**src/rtl/iodec_pkg.sv**
```systemverilog
package iodec_pkg;

    localparam int BORDER_W = 3;

    typedef enum logic [1:0] {
        PSG_IDLE = 2'd0,
        PSG_SEL  = 2'd1,
        PSG_WR   = 2'd2,
        PSG_RD   = 2'd3
    } psg_op_e;

    typedef struct packed {
        logic                spk;
        logic                tape_en;
        logic [BORDER_W-1:0] border;
    } sys_state_t;

endpackage

```
**src/rtl/iodec_addr_match.sv**
```systemverilog
module iodec_addr_match
    import iodec_pkg::*;
#(
    parameter int              ADDR_W   = 16,
    parameter logic [ADDR_W-1:0] SEL_ADDR = 16'hFFFD,
    parameter logic [ADDR_W-1:0] DAT_ADDR = 16'hBFFD
) (
    input  logic              io_req,
    input  logic              io_wr,
    input  logic [ADDR_W-1:0] io_addr,
    output logic              sys_wr,
    output logic              sys_rd,
    output psg_op_e           psg_op
);

    logic sys_hit;
    logic sel_hit;
    logic dat_hit;

    always_comb begin
        sys_hit = io_req && !io_addr[0];
        sel_hit = io_req && (io_addr == SEL_ADDR);
        dat_hit = io_req && (io_addr == DAT_ADDR);
        sys_wr  = sys_hit && io_wr;
        sys_rd  = sys_hit && !io_wr;
        psg_op  = PSG_IDLE;
        if (sel_hit && io_wr)       psg_op = PSG_SEL;
        else if (dat_hit && io_wr)  psg_op = PSG_WR;
        else if (sel_hit && !io_wr) psg_op = PSG_RD;
    end

endmodule

```
**src/rtl/iodec_sys_port.sv**
```systemverilog
module iodec_sys_port
    import iodec_pkg::*;
#(
    parameter int ROWS   = 8,
    parameter int COLS   = 5,
    parameter int DATA_W = 8
) (
    input  logic                 clk,
    input  logic                 rst_n,
    input  logic                 wr_en,
    input  logic [DATA_W-1:0]    wdata,
    input  logic [ROWS-1:0]      row_sel_n,
    input  logic [ROWS*COLS-1:0] key_matrix,
    input  logic                 tape_in,
    output logic [DATA_W-1:0]    rd_byte,
    output logic                 spk_out,
    output logic                 tape_en,
    output logic [BORDER_W-1:0]  border
);

    localparam int SPK_BIT  = 4;
    localparam int TEN_BIT  = 3;
    localparam int TAPE_BIT = 6;

    sys_state_t st_d, st_q;

    always_comb begin
        st_d = st_q;
        if (wr_en) begin
            st_d.spk     = wdata[SPK_BIT];
            st_d.tape_en = wdata[TEN_BIT];
            st_d.border  = wdata[BORDER_W-1:0];
        end
    end

    always_ff @(posedge clk or negedge rst_n) begin
        if (!rst_n) st_q <= '0;
        else        st_q <= st_d;
    end

    assign spk_out = st_q.spk;
    assign tape_en = st_q.tape_en;
    assign border  = st_q.border;

    // Per-row masking: an unselected row contributes all ones.
    logic [COLS-1:0] row_cols [ROWS];

    for (genvar r = 0; r < ROWS; r++) begin : g_row
        assign row_cols[r] = row_sel_n[r] ? {COLS{1'b1}}
                                          : key_matrix[r*COLS +: COLS];
    end

    logic [COLS-1:0] cols_and;

    always_comb begin
        cols_and = {COLS{1'b1}};
        for (int r = 0; r < ROWS; r++) cols_and = cols_and & row_cols[r];
        rd_byte                = {DATA_W{1'b1}};
        rd_byte[COLS-1:0]      = cols_and;
        rd_byte[TAPE_BIT]      = tape_in;
    end

    p_hold_border_r3: assert property (@(posedge clk) disable iff (!rst_n)
        !$past(wr_en) |-> ($stable(border) && $stable(spk_out) && $stable(tape_en)));

    p_load_border_r2: assert property (@(posedge clk) disable iff (!rst_n)
        wr_en |=> (border == $past(wdata[BORDER_W-1:0])));

endmodule

```
**src/rtl/iodec_psg_ctrl.sv**
```systemverilog
module iodec_psg_ctrl
    import iodec_pkg::*;
#(
    parameter int DATA_W = 8
) (
    input  logic              clk,
    input  logic              rst_n,
    input  psg_op_e           op,
    input  logic [DATA_W-1:0] wdata,
    output logic              bdir,
    output logic              bc2,
    output logic              bc1,
    output logic [DATA_W-1:0] dout
);

    typedef struct packed {
        logic              bdir;
        logic              bc2;
        logic              bc1;
        logic [DATA_W-1:0] dout;
    } psg_state_t;

    psg_state_t st_d, st_q;

    always_comb begin
        st_d      = st_q;
        st_d.bdir = 1'b0;
        st_d.bc2  = 1'b0;
        st_d.bc1  = 1'b0;
        unique case (op)
            PSG_SEL: begin
                st_d.bdir = 1'b1;
                st_d.bc2  = 1'b1;
                st_d.bc1  = 1'b1;
                st_d.dout = wdata;
            end
            PSG_WR: begin
                st_d.bdir = 1'b1;
                st_d.bc2  = 1'b1;
                st_d.dout = wdata;
            end
            PSG_RD: begin
                st_d.bc2  = 1'b1;
                st_d.bc1  = 1'b1;
            end
            default: ;
        endcase
    end

    always_ff @(posedge clk or negedge rst_n) begin
        if (!rst_n) st_q <= '0;
        else        st_q <= st_d;
    end

    assign bdir = st_q.bdir;
    assign bc2  = st_q.bc2;
    assign bc1  = st_q.bc1;
    assign dout = st_q.dout;

    p_quiet_lines_r9: assert property (@(posedge clk) disable iff (!rst_n)
        ($past(op) == PSG_IDLE) |-> ({bdir, bc2, bc1} == 3'b000));

    p_write_bc2_r7: assert property (@(posedge clk) disable iff (!rst_n)
        bdir |-> bc2);

    p_write_data_r6: assert property (@(posedge clk) disable iff (!rst_n)
        bdir |-> (dout == $past(wdata)));

    p_read_no_bdir_r8: assert property (@(posedge clk) disable iff (!rst_n)
        ($past(op) == PSG_RD) |-> (!bdir && bc2 && bc1));

endmodule

```
**src/rtl/io_port_decoder.sv**
```systemverilog
module io_port_decoder
    import iodec_pkg::*;
#(
    parameter int              ADDR_W   = 16,
    parameter int              DATA_W   = 8,
    parameter int              ROWS     = 8,
    parameter int              COLS     = 5,
    parameter logic [ADDR_W-1:0] SEL_ADDR = 16'hFFFD,
    parameter logic [ADDR_W-1:0] DAT_ADDR = 16'hBFFD
) (
    input  logic                 clk,
    input  logic                 rst_n,
    input  logic                 io_req,
    input  logic                 io_wr,
    input  logic [ADDR_W-1:0]    io_addr,
    input  logic [DATA_W-1:0]    io_wdata,
    input  logic [ROWS*COLS-1:0] key_matrix,
    input  logic                 tape_in,
    input  logic [DATA_W-1:0]    psg_din,
    output logic [DATA_W-1:0]    rd_data,
    output logic                 rd_valid,
    output logic                 spk_out,
    output logic                 tape_en,
    output logic [BORDER_W-1:0]  border,
    output logic                 psg_bdir,
    output logic                 psg_bc2,
    output logic                 psg_bc1,
    output logic [DATA_W-1:0]    psg_dout
);

    localparam int ROW_LSB = ADDR_W - 8;

    logic    sys_wr, sys_rd;
    psg_op_e psg_op;

    iodec_addr_match #(
        .ADDR_W  (ADDR_W),
        .SEL_ADDR(SEL_ADDR),
        .DAT_ADDR(DAT_ADDR)
    ) u_match (
        .io_req (io_req),
        .io_wr  (io_wr),
        .io_addr(io_addr),
        .sys_wr (sys_wr),
        .sys_rd (sys_rd),
        .psg_op (psg_op)
    );

    typedef struct packed {
        logic              pend;
        logic              sys;
        logic              psg;
        logic [ROWS-1:0]   rows_n;
        logic [DATA_W-1:0] rd_data;
        logic              rd_valid;
    } rd_state_t;

    rd_state_t st_d, st_q;
    logic [DATA_W-1:0] sys_byte;

    iodec_sys_port #(
        .ROWS  (ROWS),
        .COLS  (COLS),
        .DATA_W(DATA_W)
    ) u_sys (
        .clk       (clk),
        .rst_n     (rst_n),
        .wr_en     (sys_wr),
        .wdata     (io_wdata),
        .row_sel_n (st_q.rows_n),
        .key_matrix(key_matrix),
        .tape_in   (tape_in),
        .rd_byte   (sys_byte),
        .spk_out   (spk_out),
        .tape_en   (tape_en),
        .border    (border)
    );

    iodec_psg_ctrl #(
        .DATA_W(DATA_W)
    ) u_psg (
        .clk  (clk),
        .rst_n(rst_n),
        .op   (psg_op),
        .wdata(io_wdata),
        .bdir (psg_bdir),
        .bc2  (psg_bc2),
        .bc1  (psg_bc1),
        .dout (psg_dout)
    );

    always_comb begin
        st_d          = st_q;
        st_d.pend     = io_req && !io_wr;
        st_d.sys      = sys_rd;
        st_d.psg      = (psg_op == PSG_RD);
        st_d.rows_n   = io_addr[ROW_LSB +: ROWS];
        st_d.rd_valid = st_q.pend;
        if (st_q.pend) begin
            st_d.rd_data = (st_q.sys ? sys_byte : {DATA_W{1'b1}})
                         & (st_q.psg ? psg_din  : {DATA_W{1'b1}});
        end
    end

    always_ff @(posedge clk or negedge rst_n) begin
        if (!rst_n) begin
            st_q         <= '0;
            st_q.rows_n  <= '1;
            st_q.rd_data <= '1;
        end else begin
            st_q <= st_d;
        end
    end

    assign rd_data  = st_q.rd_data;
    assign rd_valid = st_q.rd_valid;

    p_valid_from_read_r11: assert property (@(posedge clk) disable iff (!rst_n)
        rd_valid |-> $past(io_req && !io_wr, 2));

    p_data_held_r11: assert property (@(posedge clk) disable iff (!rst_n)
        !rd_valid |-> $stable(rd_data));

    p_psg_read_sample_r8: assert property (@(posedge clk) disable iff (!rst_n)
        (psg_bc1 && !psg_bdir) |=> (rd_valid && rd_data == $past(psg_din)));

endmodule

```
**config.mk**
```make
export PLATFORM = sky130hd
export DESIGN_NAME = io_port_decoder
export DESIGN_NICKNAME = d
export VERILOG_FILES = /design/src/rtl/iodec_pkg.sv /design/src/rtl/iodec_addr_match.sv /design/src/rtl/iodec_sys_port.sv /design/src/rtl/iodec_psg_ctrl.sv /design/src/rtl/io_port_decoder.sv
export SDC_FILE = /design/constraint.sdc
export NUM_CORES = 1
export LEC_CHECK = 0
export ABC_AREA = 1
export CORE_MARGIN = 2
export CORE_UTILIZATION = 45
export CTS_CLUSTER_DIAMETER = 80
export CTS_CLUSTER_SIZE = 10
export DETAILED_ROUTE_END_ITERATION = 10
export DONT_BUFFER_PORTS = 1
export PLACE_DENSITY = 0.56
export SLEW_MARGIN = 40
export SYNTH_ARGS = -nofsm -noshare
export SYNTH_HDL_FRONTEND = slang
export SYNTH_SLANG_ARGS = --single-unit
```
**constraint.sdc**
```tcl
create_clock -name clk -period 2.7 [get_ports clk]
set_input_delay 0.54 -clock clk [delete_from_list [all_inputs] [get_ports clk]]
set_output_delay 0.54 -clock clk [all_outputs]
set_load 0.05 [all_outputs]
```
==> impl_metrics.json <==
{
  "grt_start_max_net_pins": 21,
  "tritoncts": "yes",
  "sum_of_overflow_across_all_layers_after_global_routing": 0,
  "io-pin-count": 102,
  "fmaxAchievable_ghz": 0.5500,
  "max-slew-margin-rel_pct": 66.85,
  "route.detailed.drc": 0,
  "rsz_0062_raised_after_global_routing": "no",
  "timing.final.crit_share_pct": 67.34,
  "synth_flop_cell": "sky130_fd_sc_hd__dfrtp_1",
  "worst_path_most_repeated_cell": "sky130_fd_sc_hd__nand2_1",
  "synth.cell_area_sq_mm": 0.001918,
  "wire_per_inst_um": 12.27,
  "clock-sinks": 36,
  "routed.top_layer": "met4",
  "first_global_vias": 1525,
  "end_kind": "register",
  "clock_insertion_delay_worst_skew_ns": 0.28,
  "cap_violations": 0,
  "worst_pin_slew_ns": 0.4972,
  "critPathMaxFanout": 12,
  "dp_hpwl_mm": 3.080,
  "most_numerous_cell_types_in_the_synthesized_netlist": "sky130_fd_sc_hd__nand2_1, sky130_fd_sc_hd__inv_1, sky130_fd_sc_hd__nor2_1, sky130_fd_sc_hd__dfrtp_1, sky130_fd_sc_hd__dfstp_2",
  "critical-path-slowest-cell": "sky130_fd_sc_hd__ha_1",
  "initial_core_util_pct": 47.27,
  "clk_buf_depth": 2,
  "worst-path-buf-inv": 1,
  "synthDistinctLibCells": 19,
  "drt_pre_antenna_iters": 4,
  "total_length_of_routed_met3_wires_um": 309,
  "vias": 1422,
  "min_path_type": "in -> async",
  "postSynth.asyncResetShare_pct": 100.0,
  "finalHoldViolations": 0,
  "detailedRoute.firstIterationViolations": 48,
  "avgViaCountPerCell": 4.500,
  "postLayoutCellArea_sq_mm": 0.002009,
  "yosysTopAreaCellShare_pct": 26.09,
  "finalWorstPathRequiredPeriod_ns": 1.818,
  "synth_edf_count": 0,
  "critical_path.cell_chain": "nand2_1 > nor2_1 > nand2_1 > nor2_2 > nand3_1 > nand2_1 > inv_1 > ha_1 > mux2_2",
  "die_h_um": 69.29,
  "worst-setup-path-type": "in -> reg",
  "synth_top_area_cell": "sky130_fd_sc_hd__dfrtp_1",
  "crit_path_max_incr_delay_ns": 0.50,
  "final-setup-viol-count": 0,
  "grt_first_pass_wirelength_mm": 6.630,
  "met1_length_mm": 1.572,
  "fp.dieW_um": 69.29,
  "route.met2.wl_mm": 1.972,
  "synthToLayoutAreaGrowth_pct": 4.762,
  "gpl.final_weighted_congestion": 0.7924,
  "timing.reg2reg.setup_slack_ns": 1.57,
  "critical_r2r_capture": "rd_data[4]",
  "synth_area_leaders": "sky130_fd_sc_hd__dfrtp_1, sky130_fd_sc_hd__dfstp_2, sky130_fd_sc_hd__nand2_1",
  "timing.critical_path.max_delay_family": "simple AND/OR/NAND/NOR gates",
  "placementRows": 23,
  "initial_antenna_violation_count": 0,
  "num_antenna_cells": 0,
  "drive_gt1_share_pct": 13.16,
  "dp.cells": 307,
  "numCtsBuffers": 5,
  "fin_tns_setup_ns": 0,
  "critical_path.reg2reg.startpoint": "st_q[10]",
  "dieArea_sq_mm": 0.004800,
  "cts.repair.resized": 0,
  "cell_count_after_synthesis": 267,
  "outcome": "finished clean",
  "path_clk_slew_ns": 0.07,
  "ff2ff_path_depth": 8,
  "cellPowerDensity_mw_per_mm2": 608.2,
  "worst_ir_drop_vdd_uv": 353.0,
  "placeableCoreArea_sq_mm": 0.004058,
  "placedInstanceArea_sq_mm": 0.001911,
  "postRouteAntennaNets": 0,
  "finish.cell_count_without_fillers": 316,
  "worst_clock_skew_ns": 0.004964,
  "grt.total_usage_pct": 17.32,
  "cts_htree_levels": 2,
  "yosys_register_bits": 36,
  "syn-num-nets": 345,
  "routed_wl_mm": 3.878,
  "yosysSeqAreaShare_pct": 48.01,
  "yosysMostFrequentCell": "sky130_fd_sc_hd__nand2_1",
  "synth_area_per_cell_sq_um": 7.184,
  "worst-endpoint-required_ns": 2.87,
  "leakage_component_of_the_power_nw": 1.235,
  "root_buffer": "sky130_fd_sc_hd__clkbuf_8",
  "critical_path_source_type": "input port",
  "finalMaxSlewViolations": 0,
  "synth-warning-count": 0,
  "worst-endpoint-arrival_ns": 1.98,
  "placement.io_buffers": 0,
  "final_net_count": 343
}
==> power by group <==
group	switching, mW	internal (mW)
Sequential	0.128	0.593
Combinational	0.0625	0.0442
Clock	0.187	0.207
==> worst max path at each step <==
| stage | end | slack, ns | from | depth (start not counted) |
|---|---|---|---|---|
| 2_1_floorplan | u_psg.dout[0] | 0.74 | io_addr[9] | 10 |
| 6_report | u_psg.dout[1] | 0.88 | io_addr[11] | 9 |
| 4_1_cts | u_psg.dout[1] | 0.86 | io_addr[11] | 9 |
| 3_3_place_gp | u_psg.dout[1] | 0.62 | io_addr[11] | 9 |
| 3_5_place_dp | u_psg.dout[1] | 0.57 | io_addr[11] | 9 |
| 5_1_grt | u_psg.dout[1] | 0.66 | io_addr[11] | 9 |
==> cells in the final DEF, fill, tap and decap left out <==
cell	instances
sky130_fd_sc_hd__a21oi_1	3
sky130_fd_sc_hd__buf_2	1
sky130_fd_sc_hd__clkbuf_1	1
sky130_fd_sc_hd__clkbuf_8	6
sky130_fd_sc_hd__clkinvlp_4	1
sky130_fd_sc_hd__dfrtp_1	20
sky130_fd_sc_hd__dfstp_2	16
sky130_fd_sc_hd__ha_1	1
sky130_fd_sc_hd__inv_1	63
sky130_fd_sc_hd__inv_2	1
sky130_fd_sc_hd__mux2_2	5
sky130_fd_sc_hd__mux2_4	2
sky130_fd_sc_hd__nand2_1	104
sky130_fd_sc_hd__nand2_2	1
sky130_fd_sc_hd__nand3_1	2
sky130_fd_sc_hd__nand4_1	1
sky130_fd_sc_hd__nor2_1	27
sky130_fd_sc_hd__nor2_2	2
sky130_fd_sc_hd__nor3_1	2
sky130_fd_sc_hd__o21ai_0	6
sky130_fd_sc_hd__o22ai_1	1
==> metrics by stage <==
step / setup WS (ns) / hold slack (ns) / util (%) / total power [mW]
floorplan: 0.7357 / 0.2444 / - / 0.8296
global placement: 0.6161 / 0.2450 / 47.09 / 0.8313
detailed placement: 0.5667 / 0.2453 / 47.09 / 0.8348
CTS: 0.8649 / 0.08291 / 49.65 / 1.245
global route: 0.6639 / 0.07496 / 49.52 / 1.289
finish: 0.8818 / 0.09744 / 49.52 / 1.222
==> kinds of logic after synthesis <==
logic type / after synthesis / synth area share [%]
AO/OA/AOI/OAI: 10 / 2.675
adder cells (fa/ha/maj): 1 / 0.6522
buffers and inverters: 74 / 16.18
flip-flops: 36 / 48.01
multiplexers: 7 / 4.501
AND/OR/NAND/NOR: 139 / 27.98
==> final cells by class <==
type | count | area [sq um]
clock buffer | 7 | 86.33
clock inverter | 1 | 7.507
fill | 423 | 2048
inverter | 64 | 240.2
multi-input combinational | 157 | 686.9
sequential | 36 | 920.9
tap | 50 | 62.56
timing repair buffer | 1 | 5.005
==> what timing repair did <==
item | 4_1_cts | 5_1_grt
endpoints found under the hold margin | 20 | 0
setup buffers | 0 | 0
hold buffers | 1 | 0
==> state kept, by name, indices dropped and copies added (netlist names) <==
signal,cells
st_q,10
rd_data,8
u_psg.dout,8
u_sys.border,3
rd_valid,1
st_d,1
u_psg.bc1,1
u_psg.bc2,1
u_psg.bdir,1
u_sys.spk_out,1
u_sys.tape_en,1
==> metal layers <==
metal | global-route usage [%] | vias up
li1 | - | 750
met1 | 18.95 | 608
met2 | 30.77 | 62
met3 | 6.541 | 2
met4 | 5.664 | 0
met5 | 0 | -
No activity file was read; power rests on OpenSTA's default activity.
